File: config.mk
export PLATFORM = sky130hd
export DESIGN_NAME = pin_irq_unit
export DESIGN_NICKNAME = d
export VERILOG_FILES = /design/src/rtl/pin_irq_pkg.sv /design/src/rtl/pin_irq_sync.sv /design/src/rtl/pin_irq_cfg.sv /design/src/rtl/pin_irq_detect.sv /design/src/rtl/pin_irq_unit.sv
export SDC_FILE = /design/constraint.sdc
export NUM_CORES = 1
export LEC_CHECK = 0
export BUFFER_PORTS_ARGS = -buffer_cell sky130_fd_sc_hd__buf_2
export CELL_PAD_IN_SITES_DETAIL_PLACEMENT = 2
export CELL_PAD_IN_SITES_GLOBAL_PLACEMENT = 2
export CORE_MARGIN = 1
export CORE_UTILIZATION = 41
export CTS_BUF_LIST = sky130_fd_sc_hd__clkbuf_8
export DETAILED_ROUTE_END_ITERATION = 8
export PLACE_DENSITY_LB_ADDON = 0.25
export SLEW_MARGIN = 25
export SYNTH_ARGS = -nofsm -noshare
export SYNTH_HDL_FRONTEND = slang
export SYNTH_SLANG_ARGS = --single-unit
File: constraint.sdc
create_clock -name clk -period 3.75 [get_ports clk]
set_clock_uncertainty 0.2 [all_clocks]
set_input_delay 0.75 -clock clk [delete_from_list [all_inputs] [get_ports clk]]
set_output_delay 0.75 -clock clk [all_outputs]
set_load 0.03 [all_outputs]
File: src/rtl/pin_irq_pkg.sv
package pin_irq_pkg;

  localparam int REG_W      = 16;
  localparam int ADDR_W     = 6;
  localparam int NUM_CFG    = 6;
  localparam int HALF_STEP  = 2;

  // byte offsets of the low-half word; high half sits HALF_STEP above
  localparam logic [ADDR_W-1:0] OFS_PEND  = 6'h08;
  localparam logic [ADDR_W-1:0] OFS_MASK  = 6'h0C;
  localparam logic [ADDR_W-1:0] OFS_KIND  = 6'h10;
  localparam logic [ADDR_W-1:0] OFS_POL   = 6'h14;
  localparam logic [ADDR_W-1:0] OFS_LATCH = 6'h18;
  localparam logic [ADDR_W-1:0] OFS_FALL  = 6'h20;
  localparam logic [ADDR_W-1:0] OFS_RISE  = 6'h24;

  // index order of the configuration word array
  localparam int IDX_MASK  = 0;
  localparam int IDX_KIND  = 1;
  localparam int IDX_POL   = 2;
  localparam int IDX_LATCH = 3;
  localparam int IDX_FALL  = 4;
  localparam int IDX_RISE  = 5;

  localparam logic [ADDR_W-1:0] CFG_BASE [NUM_CFG] =
    '{OFS_MASK, OFS_KIND, OFS_POL, OFS_LATCH, OFS_FALL, OFS_RISE};

  typedef logic [REG_W-1:0] word_t;

  typedef struct packed {
    word_t mask;
    word_t kind;
    word_t pol;
    word_t latch;
    word_t fall;
    word_t rise;
  } half_cfg_t;

  function automatic logic [ADDR_W-1:0] word_addr(input logic [ADDR_W-1:0] base,
                                                  input int unsigned half);
    return base + ADDR_W'(HALF_STEP * half);
  endfunction

  function automatic word_t edge_hits(input word_t cur, input word_t prev,
                                      input word_t fall_en, input word_t rise_en);
    return (cur & ~prev & rise_en) | (~cur & prev & fall_en);
  endfunction

  function automatic word_t level_hits(input word_t cur, input word_t pol);
    return ~(cur ^ pol);
  endfunction

  function automatic word_t pick_detect(input word_t kind, input word_t edges,
                                        input word_t levels);
    return (kind & edges) | (~kind & levels);
  endfunction

  function automatic word_t pend_next(input word_t pend, input word_t det,
                                      input word_t latch, input word_t clr);
    return (latch & ((pend & ~clr) | det)) | (~latch & det);
  endfunction

endpackage

File: src/rtl/pin_irq_sync.sv
module pin_irq_sync
  import pin_irq_pkg::*;
#(
  parameter int W = REG_W
) (
  input  logic         clk,
  input  logic         rst_n,
  input  logic [W-1:0] pin_i,
  output logic [W-1:0] sync_o,
  output logic [W-1:0] prev_o
);

  logic [W-1:0] meta_q;
  logic [W-1:0] sync_q;
  logic [W-1:0] prev_q;

  always_ff @(posedge clk or negedge rst_n) begin
    if (!rst_n) begin
      meta_q <= '0;
      sync_q <= '0;
      prev_q <= '0;
    end else begin
      meta_q <= pin_i;
      sync_q <= meta_q;
      prev_q <= sync_q;
    end
  end

  assign sync_o = sync_q;
  assign prev_o = prev_q;

  // the delayed copy is always the synchronised value of one cycle before
  p_prev_tracks_r3: assert property (@(posedge clk) disable iff (!rst_n)
    1'b1 |=> (prev_q == $past(sync_q)));

endmodule

File: src/rtl/pin_irq_cfg.sv
module pin_irq_cfg
  import pin_irq_pkg::*;
#(
  parameter int HALF = 0
) (
  input  logic              clk,
  input  logic              rst_n,
  input  logic              wr_i,
  input  logic [ADDR_W-1:0] addr_i,
  input  word_t             wdata_i,
  input  word_t             pend_i,
  output half_cfg_t         cfg_o,
  output word_t             clr_o,
  output word_t             rdata_o
);

  localparam logic [ADDR_W-1:0] PEND_ADDR = word_addr(OFS_PEND, HALF);

  word_t cfg_q [NUM_CFG];
  logic  hit   [NUM_CFG];

  for (genvar k = 0; k < NUM_CFG; k++) begin : g_word
    localparam logic [ADDR_W-1:0] MY_ADDR = word_addr(CFG_BASE[k], HALF);
    assign hit[k] = (addr_i == MY_ADDR);

    always_ff @(posedge clk or negedge rst_n) begin
      if (!rst_n)              cfg_q[k] <= '0;
      else if (wr_i && hit[k]) cfg_q[k] <= wdata_i;
    end
  end

  assign cfg_o.mask  = cfg_q[IDX_MASK];
  assign cfg_o.kind  = cfg_q[IDX_KIND];
  assign cfg_o.pol   = cfg_q[IDX_POL];
  assign cfg_o.latch = cfg_q[IDX_LATCH];
  assign cfg_o.fall  = cfg_q[IDX_FALL];
  assign cfg_o.rise  = cfg_q[IDX_RISE];

  assign clr_o = (wr_i && addr_i == PEND_ADDR) ? wdata_i : '0;

  always_comb begin
    rdata_o = (addr_i == PEND_ADDR) ? pend_i : '0;
    for (int k = 0; k < NUM_CFG; k++) begin
      if (hit[k]) rdata_o = cfg_q[k];
    end
  end

  // a write to the mask word is visible in the mask field next cycle
  p_mask_write_r2: assert property (@(posedge clk) disable iff (!rst_n)
    (wr_i && hit[IDX_MASK]) |=> (cfg_o.mask == $past(wdata_i)));

  // with no write strobe the configuration stays put
  p_cfg_quiet_r2: assert property (@(posedge clk) disable iff (!rst_n)
    !wr_i |=> $stable(cfg_o));

endmodule

File: src/rtl/pin_irq_detect.sv
module pin_irq_detect
  import pin_irq_pkg::*;
(
  input  logic      clk,
  input  logic      rst_n,
  input  word_t     sync_i,
  input  word_t     prev_i,
  input  half_cfg_t cfg_i,
  input  word_t     clr_i,
  output word_t     pend_o,
  output word_t     edge_o,
  output word_t     det_o
);

  word_t level_w;
  word_t pend_q;

  assign edge_o  = edge_hits(sync_i, prev_i, cfg_i.fall, cfg_i.rise);
  assign level_w = level_hits(sync_i, cfg_i.pol);
  assign det_o   = pick_detect(cfg_i.kind, edge_o, level_w);

  always_ff @(posedge clk or negedge rst_n) begin
    if (!rst_n) pend_q <= '0;
    else        pend_q <= pend_next(pend_q, det_o, cfg_i.latch, clr_i);
  end

  assign pend_o = pend_q;

  // a pin whose synchronised value did not move yields no edge event
  p_still_no_edge_r4: assert property (@(posedge clk) disable iff (!rst_n)
    ((edge_o & ~(sync_i ^ prev_i)) == '0));

  // latched, uncleared bits survive into the next cycle
  p_latch_keeps_r5: assert property (@(posedge clk) disable iff (!rst_n)
    1'b1 |=> ((pend_q & $past(pend_q & cfg_i.latch & ~clr_i))
              == $past(pend_q & cfg_i.latch & ~clr_i)));

  // an event coinciding with a clear leaves the bit set
  p_event_wins_r8: assert property (@(posedge clk) disable iff (!rst_n)
    1'b1 |=> ((pend_q & $past(det_o & clr_i)) == $past(det_o & clr_i)));

endmodule

File: src/rtl/pin_irq_unit.sv
module pin_irq_unit
  import pin_irq_pkg::*;
#(
  parameter int NUM_HALVES = 2
) (
  input  logic                        clk,
  input  logic                        rst_n,
  input  logic [NUM_HALVES*REG_W-1:0] pins_i,
  input  logic                        bus_wr_i,
  input  logic [ADDR_W-1:0]           bus_addr_i,
  input  logic [REG_W-1:0]            bus_wdata_i,
  output logic [REG_W-1:0]            bus_rdata_o,
  output logic                        irq_o
);

  localparam int NUM_PINS = NUM_HALVES * REG_W;

  word_t     sync_w  [NUM_HALVES];
  word_t     prev_w  [NUM_HALVES];
  word_t     pend_w  [NUM_HALVES];
  word_t     edge_w  [NUM_HALVES];
  word_t     det_w   [NUM_HALVES];
  word_t     clr_w   [NUM_HALVES];
  word_t     rdata_w [NUM_HALVES];
  half_cfg_t cfg_w   [NUM_HALVES];

  logic [NUM_PINS-1:0] pend_all;
  logic [NUM_PINS-1:0] mask_all;

  for (genvar h = 0; h < NUM_HALVES; h++) begin : g_half
    pin_irq_sync #(.W(REG_W)) u_sync (
      .clk    (clk),
      .rst_n  (rst_n),
      .pin_i  (pins_i[h*REG_W +: REG_W]),
      .sync_o (sync_w[h]),
      .prev_o (prev_w[h])
    );

    pin_irq_cfg #(.HALF(h)) u_cfg (
      .clk     (clk),
      .rst_n   (rst_n),
      .wr_i    (bus_wr_i),
      .addr_i  (bus_addr_i),
      .wdata_i (bus_wdata_i),
      .pend_i  (pend_w[h]),
      .cfg_o   (cfg_w[h]),
      .clr_o   (clr_w[h]),
      .rdata_o (rdata_w[h])
    );

    pin_irq_detect u_det (
      .clk    (clk),
      .rst_n  (rst_n),
      .sync_i (sync_w[h]),
      .prev_i (prev_w[h]),
      .cfg_i  (cfg_w[h]),
      .clr_i  (clr_w[h]),
      .pend_o (pend_w[h]),
      .edge_o (edge_w[h]),
      .det_o  (det_w[h])
    );

    assign pend_all[h*REG_W +: REG_W] = pend_w[h];
    assign mask_all[h*REG_W +: REG_W] = cfg_w[h].mask;
  end

  always_comb begin
    bus_rdata_o = '0;
    for (int h = 0; h < NUM_HALVES; h++) bus_rdata_o |= rdata_w[h];
  end

  assign irq_o = |(pend_all & mask_all);

  // with every mask bit clear the request stays low
  p_masked_quiet_r7: assert property (@(posedge clk) disable iff (!rst_n)
    (mask_all == '0) |-> !irq_o);

  // a request implies some pending bit exists
  p_req_has_cause_r7: assert property (@(posedge clk) disable iff (!rst_n)
    irq_o |-> (pend_all != '0));

endmodule

# [After elaboration in Yosys (flattened, before gate mapping)]
# Index checks and enable logic that the tools add are counted.
# Widths: inputs -> output; s select.
[totals] elab_cells=107 inputBits=57 out_inout_bits=17 ff_bits=320
[op_classes] n_reduce_logical=15 bitwise_logic=42 n_mux=16 eq_ne=14
[ops] op="$and 16x16->16" n=18
[ops] op="$mux 16" n=16
[ops] op="$not 16->16" n=12
[ops] op="$or 16x16->16" n=9
[ops] op="$eq 6x5->1 const B" n=6
[ops] op="$and 32x32->32" n=1
[ops] op="$reduce_or 32->1" n=1
[ops] op="$xor 16x16->16" n=2
[ops] op="$eq 6x4->1 const B" n=4
[ops] op="$eq 6x6->1 const B" n=4
[ops] op="$logic_and 1x1->1" n=14

# [Depth between registers and ports, before layout]
# Gate-level depths: netlist of the first run.
[logic_depth] ltp_word=9 depth_mapped=8

# [Modules after synthesis]
# From an unflattened synthesis of the first run, not the netlist that was laid out.
[unflattened] hier_cells=1213 area_unflattened_um2=15418.5
[by_module_without_submodules] mod="pin_irq_cfg at g_half[0].u_cfg" cells_per_inst=378 area_each_um2=4885.9 instances=1
[by_module_without_submodules] mod="pin_irq_cfg at g_half[1].u_cfg" cells_per_inst=350 area_each_um2=4724.5 instances=1
[by_module_without_submodules] mod="pin_irq_detect" cells_per_inst=176 area_each_um2=1574.0 instances=2
[by_module_without_submodules] mod="pin_irq_sync" cells_per_inst=48 area_each_um2=1201.2 instances=2
[by_module_without_submodules] mod="pin_irq_unit" cells_per_inst=37 area_each_um2=257.7 instances=1

# [Worst setup path before layout of the first run]
# OpenSTA, ideal clock, no wires.
[synth_timing] path_type="input port to output port" from="input port bus_addr_i[3]" to="output port bus_rdata_o[10]" slack_ns=0.359 arrival_time_ns=2.441 stages=6 path_cell_list="buf_4 or3b_2 nor2_2 buf_4 a221oi_1 o2111ai_1"
[synth_via] elab_chain_len=9 word_cells_on_any_way=29 cone_classes="14 x eq/ne; 14 x mux; 1 x bitwise"
[synth_lines] item="start: declaration" line_no="pin_irq_unit.sv:10" source="input logic [ADDR_W-1:0] bus_addr_i,"
[synth_lines] item="$eq 6x4->1" line_no="pin_irq_cfg.sv:42" source="rdata_o = (addr_i == PEND_ADDR) ? pend_i : '0;"
[synth_lines] item="$mux 16" line_no="pin_irq_cfg.sv:42"
[synth_lines] item="$mux 16 (6 in a row)" line_no="pin_irq_cfg.sv:44" source="if (hit[k]) rdata_o = cfg_q[k];"
[synth_lines] item="$or 16x16->16 (*)" line_no="pin_irq_unit.sv:69" source="for (int h = 0; h < NUM_HALVES; h++) bus_rdata_o |= rdata_w[h];"
[synth_lines] item="end: declaration" line_no="pin_irq_unit.sv:12" source="output logic [REG_W-1:0] bus_rdata_o,"
# Mark *: on every way between the ends. The rest lies on a longest branch, timed or not.

# [Final worst setup path of the first run]
[layout_timing] from="input port bus_addr_i[5]" to="output port bus_rdata_o[2]"
# Same word-level chain as after synthesis.

==> impl_metrics.toml, run 1 <==
[critical_path]
r2r-start = "g_half[1].u_cfg.cfg_o[69]"
critPathMaxFanout = 12
worst_r2r_endpoint = "g_half[1].u_det.pend_o[5]"
crit_path_end_kind = "output port"
path_class = "in2out"
arrival_ns = 2.69
crit_chain = "buf_2 > buf_4 > nor4b_1 > nand2_1 > buf_4 > a41o_1 > o2111ai_1 > buf_2"
reg2reg_slack_ns = 2.36
crit_required_ns = 2.80
start_kind = "primary input"
cp_slowest_stage_delay_ns = 0.53
crit_buf_inv = 4
critical-path-top-delay-family = "buffers and inverters"
rr_worst_depth = 3
cpMaxStageDelayCell = "nor4b_1"

[logic_synthesis]
ys_ff_latch = 320
synth_top_area_cell = "dfrtp_1"
synth_cells = 1154
synth_nets = 1211
ys_seq_area_share_pct = 55.63
post_synth.cell_area_avg_um2 = 12.47
async_flop_share_pct = 100.0
ys_warn_count = 0
yosys.cell_types.count = 63
synth_area_leaders = "dfrtp_1, mux2_2, o221ai_1"
syn_area_um2 = 14400
synth_top_area_share_pct = 55.63
synth-main-ff-cell = "dfrtp_1"
synth_edf_count = 0

[final_layout]
antennaDiodeCount = 0
layout_common_cells = "dfrtp_1, mux2_2, nand2_1, buf_2, clkbuf_8"
nets = 1352
multiInputGateArea_um2 = 5883
regArea_um2 = 8008
layout_commonest_cell = "dfrtp_1"
fin_util_pct = 48.89
drive_above_1_share_pct = 31.38
syn_to_final_growth_pct = 17.31
n_fill_cell = 3437

[clocking]
root_buffer = "clkbuf_8"
clockBufferDepth = 3
cts_tree = "built"
htree_levels = 2
cts_sinks = 320
cts_made_buffers = 55
insertion_delay_ns = 0.65
clk_transition_reported_paths_ns = 0.06
post_cts_buffers = 0

[power_and_ir_drop]
clockPowerShare_pct = 36.2
p_sw_mw = 2.478
swShare_pct = 28.94
powerDensity_nw_per_um2 = 507.1
leakagePower_nw = 7.503
comb_power_share_pct = 12.9
intPower_mw = 6.085
ir_drop_uv = 276.1
power.total_mw = 8.563
p_seq_share_pct = 50.9

[timing]
drv_slew = 0
fin_tns_setup_ns = 0
finalSetupViolCount = 0
slew_headroom_pct = 45.29
fmax_mhz = 274.7
final-hold-violation-count = 0
period_minus_slack_ns = 3.640
rsz0062_at_grt = "false"
setup_slack_ns = 0.1097
worst_slew_pin_slew_ns = 0.8207
whs_ns = 0.1405
timing.final.crit_share_pct = 97.08

[hold_path]
hold_path_class = "reg2reg"
hold_path_depth = 0
hold_end = "g_half[1].u_sync.sync_o[15]"
min_from = "g_half[1].u_sync.meta_q[15]"

[floorplanning]
ioPinCount = 74
core_um2 = 34540
rows = 68
die_w_um = 189.4
fp.dieArea_um2 = 35860
die_y_um = 189.4
initial_utilization_pct = 41.67

[global_route]
use_met3_pct = 5.783
grt.busiest_layer = "met2"
met2_usage_pct = 44.48
grt_pass1_vias = 11884
grt_max_degree = 85
grtUsageTotal_pct = 28.01
use_met1_pct = 37.90
grt_pass1_wl_mm = 75.16
overflow = 0
antenna_found_initial = 0

[placed_design]
dpl.hpwl_mm = 32.77
place_worst_setup_slack_ns = 0.1694
io_buffers = 73
place_congestion = 0.8502

[detailed_routing]
antenna_left = 0
viasPerCell = 6.030
vias = 10775
routed_wl_mm = 48.41
routedWlPerCell_um = 27.09
firstDrtPassIters = 5
drc = 0
drt_iter0_markers = 770

[flow_run]
maxCapViolCount = 0

[run_status]
outcome = "finished, final reports clean"
## power groups by stage
| stage | clock [mW] | combinational (mW) | sequential (mW) |
|---|---|---|---|
| global placement | 0 | 1.03 | 4.37 |
| finish | 3.10 | 1.11 | 4.35 |
| detailed placement | 0 | 1.08 | 4.40 |
| floorplan | 0 | 0.742 | 4.18 |
| global route | 3.34 | 1.21 | 4.41 |
| CTS | 3.21 | 1.12 | 4.35 |
## through the flow
stage,instance area (µm²),cells
after CTS,16890,1787
after global routing,16890,1787
after floorplan,14400,1154
final,16890,1787
after global placement,15490,1660
after detailed placement,15490,1660
## flip-flops by register name (all words and copies together) (netlist names)
signal / flops
g_half.u_sync.sync_o: 32
g_half.u_cfg.cfg_o: 192
g_half.u_det.pend_o: 32
g_half.u_sync.meta_q: 32
g_half.u_sync.prev_o: 32
## layout make-up
class,count,area share (%)
Sequential cell,320,47.42
Tap cell,455,3.371
Clock inverter,28,0.8743
Timing Repair Buffer,161,7.454
Multi-Input combinational cell,727,34.84
Inverter,30,0.6668
Clock buffer,66,5.379
## how the worst max path moves through the flow
| stage | from | to | cells after the start |
|---|---|---|---|
| final | bus_addr_i[5] | bus_rdata_o[2] | 8 |
| after global routing | bus_addr_i[5] | bus_rdata_o[0] | 8 |
| after CTS | g_half[0].u_cfg.cfg_o[83] | irq_o | 5 |
| after detailed placement | bus_addr_i[5] | bus_rdata_o[2] | 8 |
| after global placement | bus_addr_i[3] | bus_rdata_o[8] | 6 |
| after floorplan | bus_addr_i[3] | bus_rdata_o[10] | 6 |
## per-layer routing
metal	part of all wire, %	wire, µm	vias to the layer above
met5	0	0	-
met4	3.0	1429	0
met3	5.2	2518	102
met2	47	22890	317
met1	45	21570	5720
li1	-	-	4636
## Yosys cell counts (6+ instances only)
master,count
a21oi_1,16
a221oi_1,16
a22oi_1,34
a311o_1,29
a32o_1,31
a41o_1,10
buf_2,22
buf_4,6
buf_6,7
clkbuf_1,37
dfrtp_1,320
inv_1,30
mux2_2,177
mux2_4,20
mux2i_1,20
nand2_1,85
nand3_1,46
nand4_1,6
nor2_1,54
nor2b_1,14
nor3_1,29
o2111ai_1,12
o21ai_0,19
o221ai_1,41
## timing repair
action | CTS | global route
gates resized for setup | 1 | 0
endpoints found under the setup margin | 1 | 0
hold buffers | 33 | 0
hold endpoints to repair | 109 | 0
## kinds of logic after synthesis
| kind of cell | after synthesis | share of synthesized area, % |
|---|---|---|
| AO/OA/AOI/OAI | 229 | 13.19 |
| XOR/XNOR | 3 | 0.1826 |
| buffers and inverters | 107 | 3.625 |
| flip-flops | 320 | 55.63 |
| multiplexers | 219 | 17.48 |
| AND/OR/NAND/NOR | 276 | 9.891 |
(Power assumes the default switching activity.)
==> run 2: changes to the inputs <==
--- a/config.mk
+++ b/config.mk
@@ -9,7 +9,7 @@
 export CELL_PAD_IN_SITES_DETAIL_PLACEMENT = 2
 export CELL_PAD_IN_SITES_GLOBAL_PLACEMENT = 2
 export CORE_MARGIN = 1
-export CORE_UTILIZATION = 41
+export CORE_UTILIZATION = 25
 export CTS_BUF_LIST = sky130_fd_sc_hd__clkbuf_8
 export DETAILED_ROUTE_END_ITERATION = 8
 export PLACE_DENSITY_LB_ADDON = 0.25
==> constraint.sdc (replaced) <==
create_clock -name clk -period 3.75 [get_ports clk]
set_clock_uncertainty 0.2 [all_clocks]
set_input_delay 0.75 -clock clk [delete_from_list [all_inputs] [get_ports clk]]
set_output_delay 0.75 -clock clk [all_outputs]
set_load 0.02 [all_outputs]
==> impl_metrics.toml, run 2 (synthesis gave the netlist of run 1 again) <==
[power_and_ir_drop]
comb_power_share_pct = 12.2
clockPowerShare_pct = 38.8
leakagePower_nw = 7.646
power.total_mw = 8.900
p_sw_mw = 2.529
ir_drop_uv = 237.4
intPower_mw = 6.371
powerDensity_nw_per_um2 = 507.6
swShare_pct = 28.41
p_seq_share_pct = 48.9

[critical_path]
critical-path-top-delay-family = "buffers and inverters"
crit_required_ns = 2.80
rr_worst_depth = 3
crit_chain = "buf_2 > nor4b_1 > buf_4 > nand2_1 > buf_4 > a41o_1 > o2111ai_1 > buf_2"
worst_r2r_endpoint = "g_half[1].u_det.pend_o[3]"
path_class = "in2out"
start_kind = "primary input"
critPathMaxFanout = 12
arrival_ns = 2.79
reg2reg_slack_ns = 2.38
crit_path_end_kind = "output port"
cpMaxStageDelayCell = "nor4b_1"
cp_slowest_stage_delay_ns = 0.60
r2r-start = "g_half[1].u_cfg.cfg_o[67]"
crit_buf_inv = 4

[timing]
worst_slew_pin_slew_ns = 0.6479
rsz0062_at_grt = "false"
period_minus_slack_ns = 3.738
timing.final.crit_share_pct = 99.67
drv_slew = 0
final-hold-violation-count = 0
fin_tns_setup_ns = 0
finalSetupViolCount = 0
fmax_mhz = 267.5
slew_headroom_pct = 56.65

[clocking]
htree_levels = 2
clk_transition_reported_paths_ns = 0.06
post_cts_buffers = 0
root_buffer = "clkbuf_8"
clockBufferDepth = 3
cts_sinks = 320
cts_made_buffers = 60
cts_tree = "built"
insertion_delay_ns = 0.66

[final_layout]
syn_to_final_growth_pct = 21.81
drive_above_1_share_pct = 32.32
largest_reg_flops = 192
layout_commonest_cell = "dfrtp_1"
nets = 1367
layout_common_cells = "dfrtp_1, mux2_2, nand2_1, clkbuf_8, buf_2"

[floorplanning]
die_y_um = 242.0
die_w_um = 242.0
initial_utilization_pct = 25.43
core_um2 = 56600
fp.dieArea_um2 = 58540
rows = 87
ioPinCount = 74

[hold_path]
hold_path_depth = 0
hold_end = "g_half[1].u_sync.sync_o[7]"
min_from = "g_half[1].u_sync.meta_q[7]"
hold_path_class = "reg2reg"

[run_status]
outcome = "finished, final reports clean"

[global_route]
grt_pass1_wl_mm = 78.94
antenna_found_initial = 1
grt_max_degree = 83
overflow = 0
grt_pass1_vias = 11730
grtUsageTotal_pct = 17.89

[detailed_routing]
firstDrtPassIters = 4
routed_wl_mm = 51.71
drt_iter0_markers = 569
routedWlPerCell_um = 24.52
vias = 10641
viasPerCell = 5.046
drc = 0
antenna_left = 0

[placed_design]
place_congestion = 0.7896
dpl.hpwl_mm = 35.26
io_buffers = 73

[flow_run]
maxCapViolCount = 0
-- run 2: cell types whose count changed in the layout (fill, tap and decap cells not counted), moves of 2 or more --
cell / previous run / this run
clkinvlp_4: 3 / 0
buf_4: 45 / 52
clkbuf_8: 66 / 76
buf_12: 11 / 14
clkinv_2: 0 / 2
-- run 2: worst max path at each step --
stage / start / to / slack [ns] / cells after the start
CTS: bus_addr_i[3] / bus_rdata_o[0] / 0.03 / 8
detailed placement: bus_addr_i[3] / bus_rdata_o[15] / -0.09 / 6
global placement: bus_addr_i[3] / bus_rdata_o[15] / 0.03 / 6
finish: bus_addr_i[3] / bus_rdata_o[0] / 0.01 / 8
floorplan: bus_addr_i[3] / bus_rdata_o[10] / 0.50 / 6
global route: bus_addr_i[5] / bus_rdata_o[15] / 0.0001 / 6
-- run 2: timing repair --
item,4_1_cts,5_1_grt
hold buffers,33,0
hold endpoints to repair,100,0
setup endpoints to repair,1,0
resized for setup,1,0
-- run 2: power by group through the flow --
stage / Sequential [mW] / Combinational [mW] / Clock (mW)
after global routing: 4.41 / 1.20 / 3.74
after CTS: 4.35 / 1.11 / 3.60
after floorplan: 4.18 / 0.733 / 0
final: 4.36 / 1.09 / 3.46
after detailed placement: 4.41 / 1.08 / 0
after global placement: 4.40 / 1.04 / 0
-- run 2: layer usage --
layer  track usage, %  vias to the layer above  routed length [µm]  part of all wire [%]
li1                 -                     4681                   -                     -
met3            2.947                       91                1713                   3.3
met4            5.994                        0                1516                   2.9
met5                0                        -                   0                     0
met2            29.84                      190               24890                    48
met1            23.48                     5679               23580                    46
-- run 2: area by class of cell --
class / instances / area [µm²]
repair buffers: 171 / 1371
fillers: 6065 / 39070
clock buffers: 76 / 1046
inverters: 30 / 112.6
clock inverters: 28 / 165.2
well taps: 756 / 945.9
diodes: 1 / 2.502
multi-input cells: 727 / 5883
flip-flops and latches: 320 / 8008
-- run 2: per-stage QoR --
stage	hold WS [ns]	instances	cell area [µm²]	util, %	setup slack, ns
after floorplan	0.1312	1154	14400	-	0.5009
after global placement	0.1335	1971	15990	28.25	0.03337
after detailed placement	0.1358	1971	15990	28.25	-0.09447
after CTS	0.1470	2108	17530	30.97	0.03454
after global routing	0.1517	2109	17530	30.98	0.0001239
final	0.1392	2109	17530	30.98	0.01223
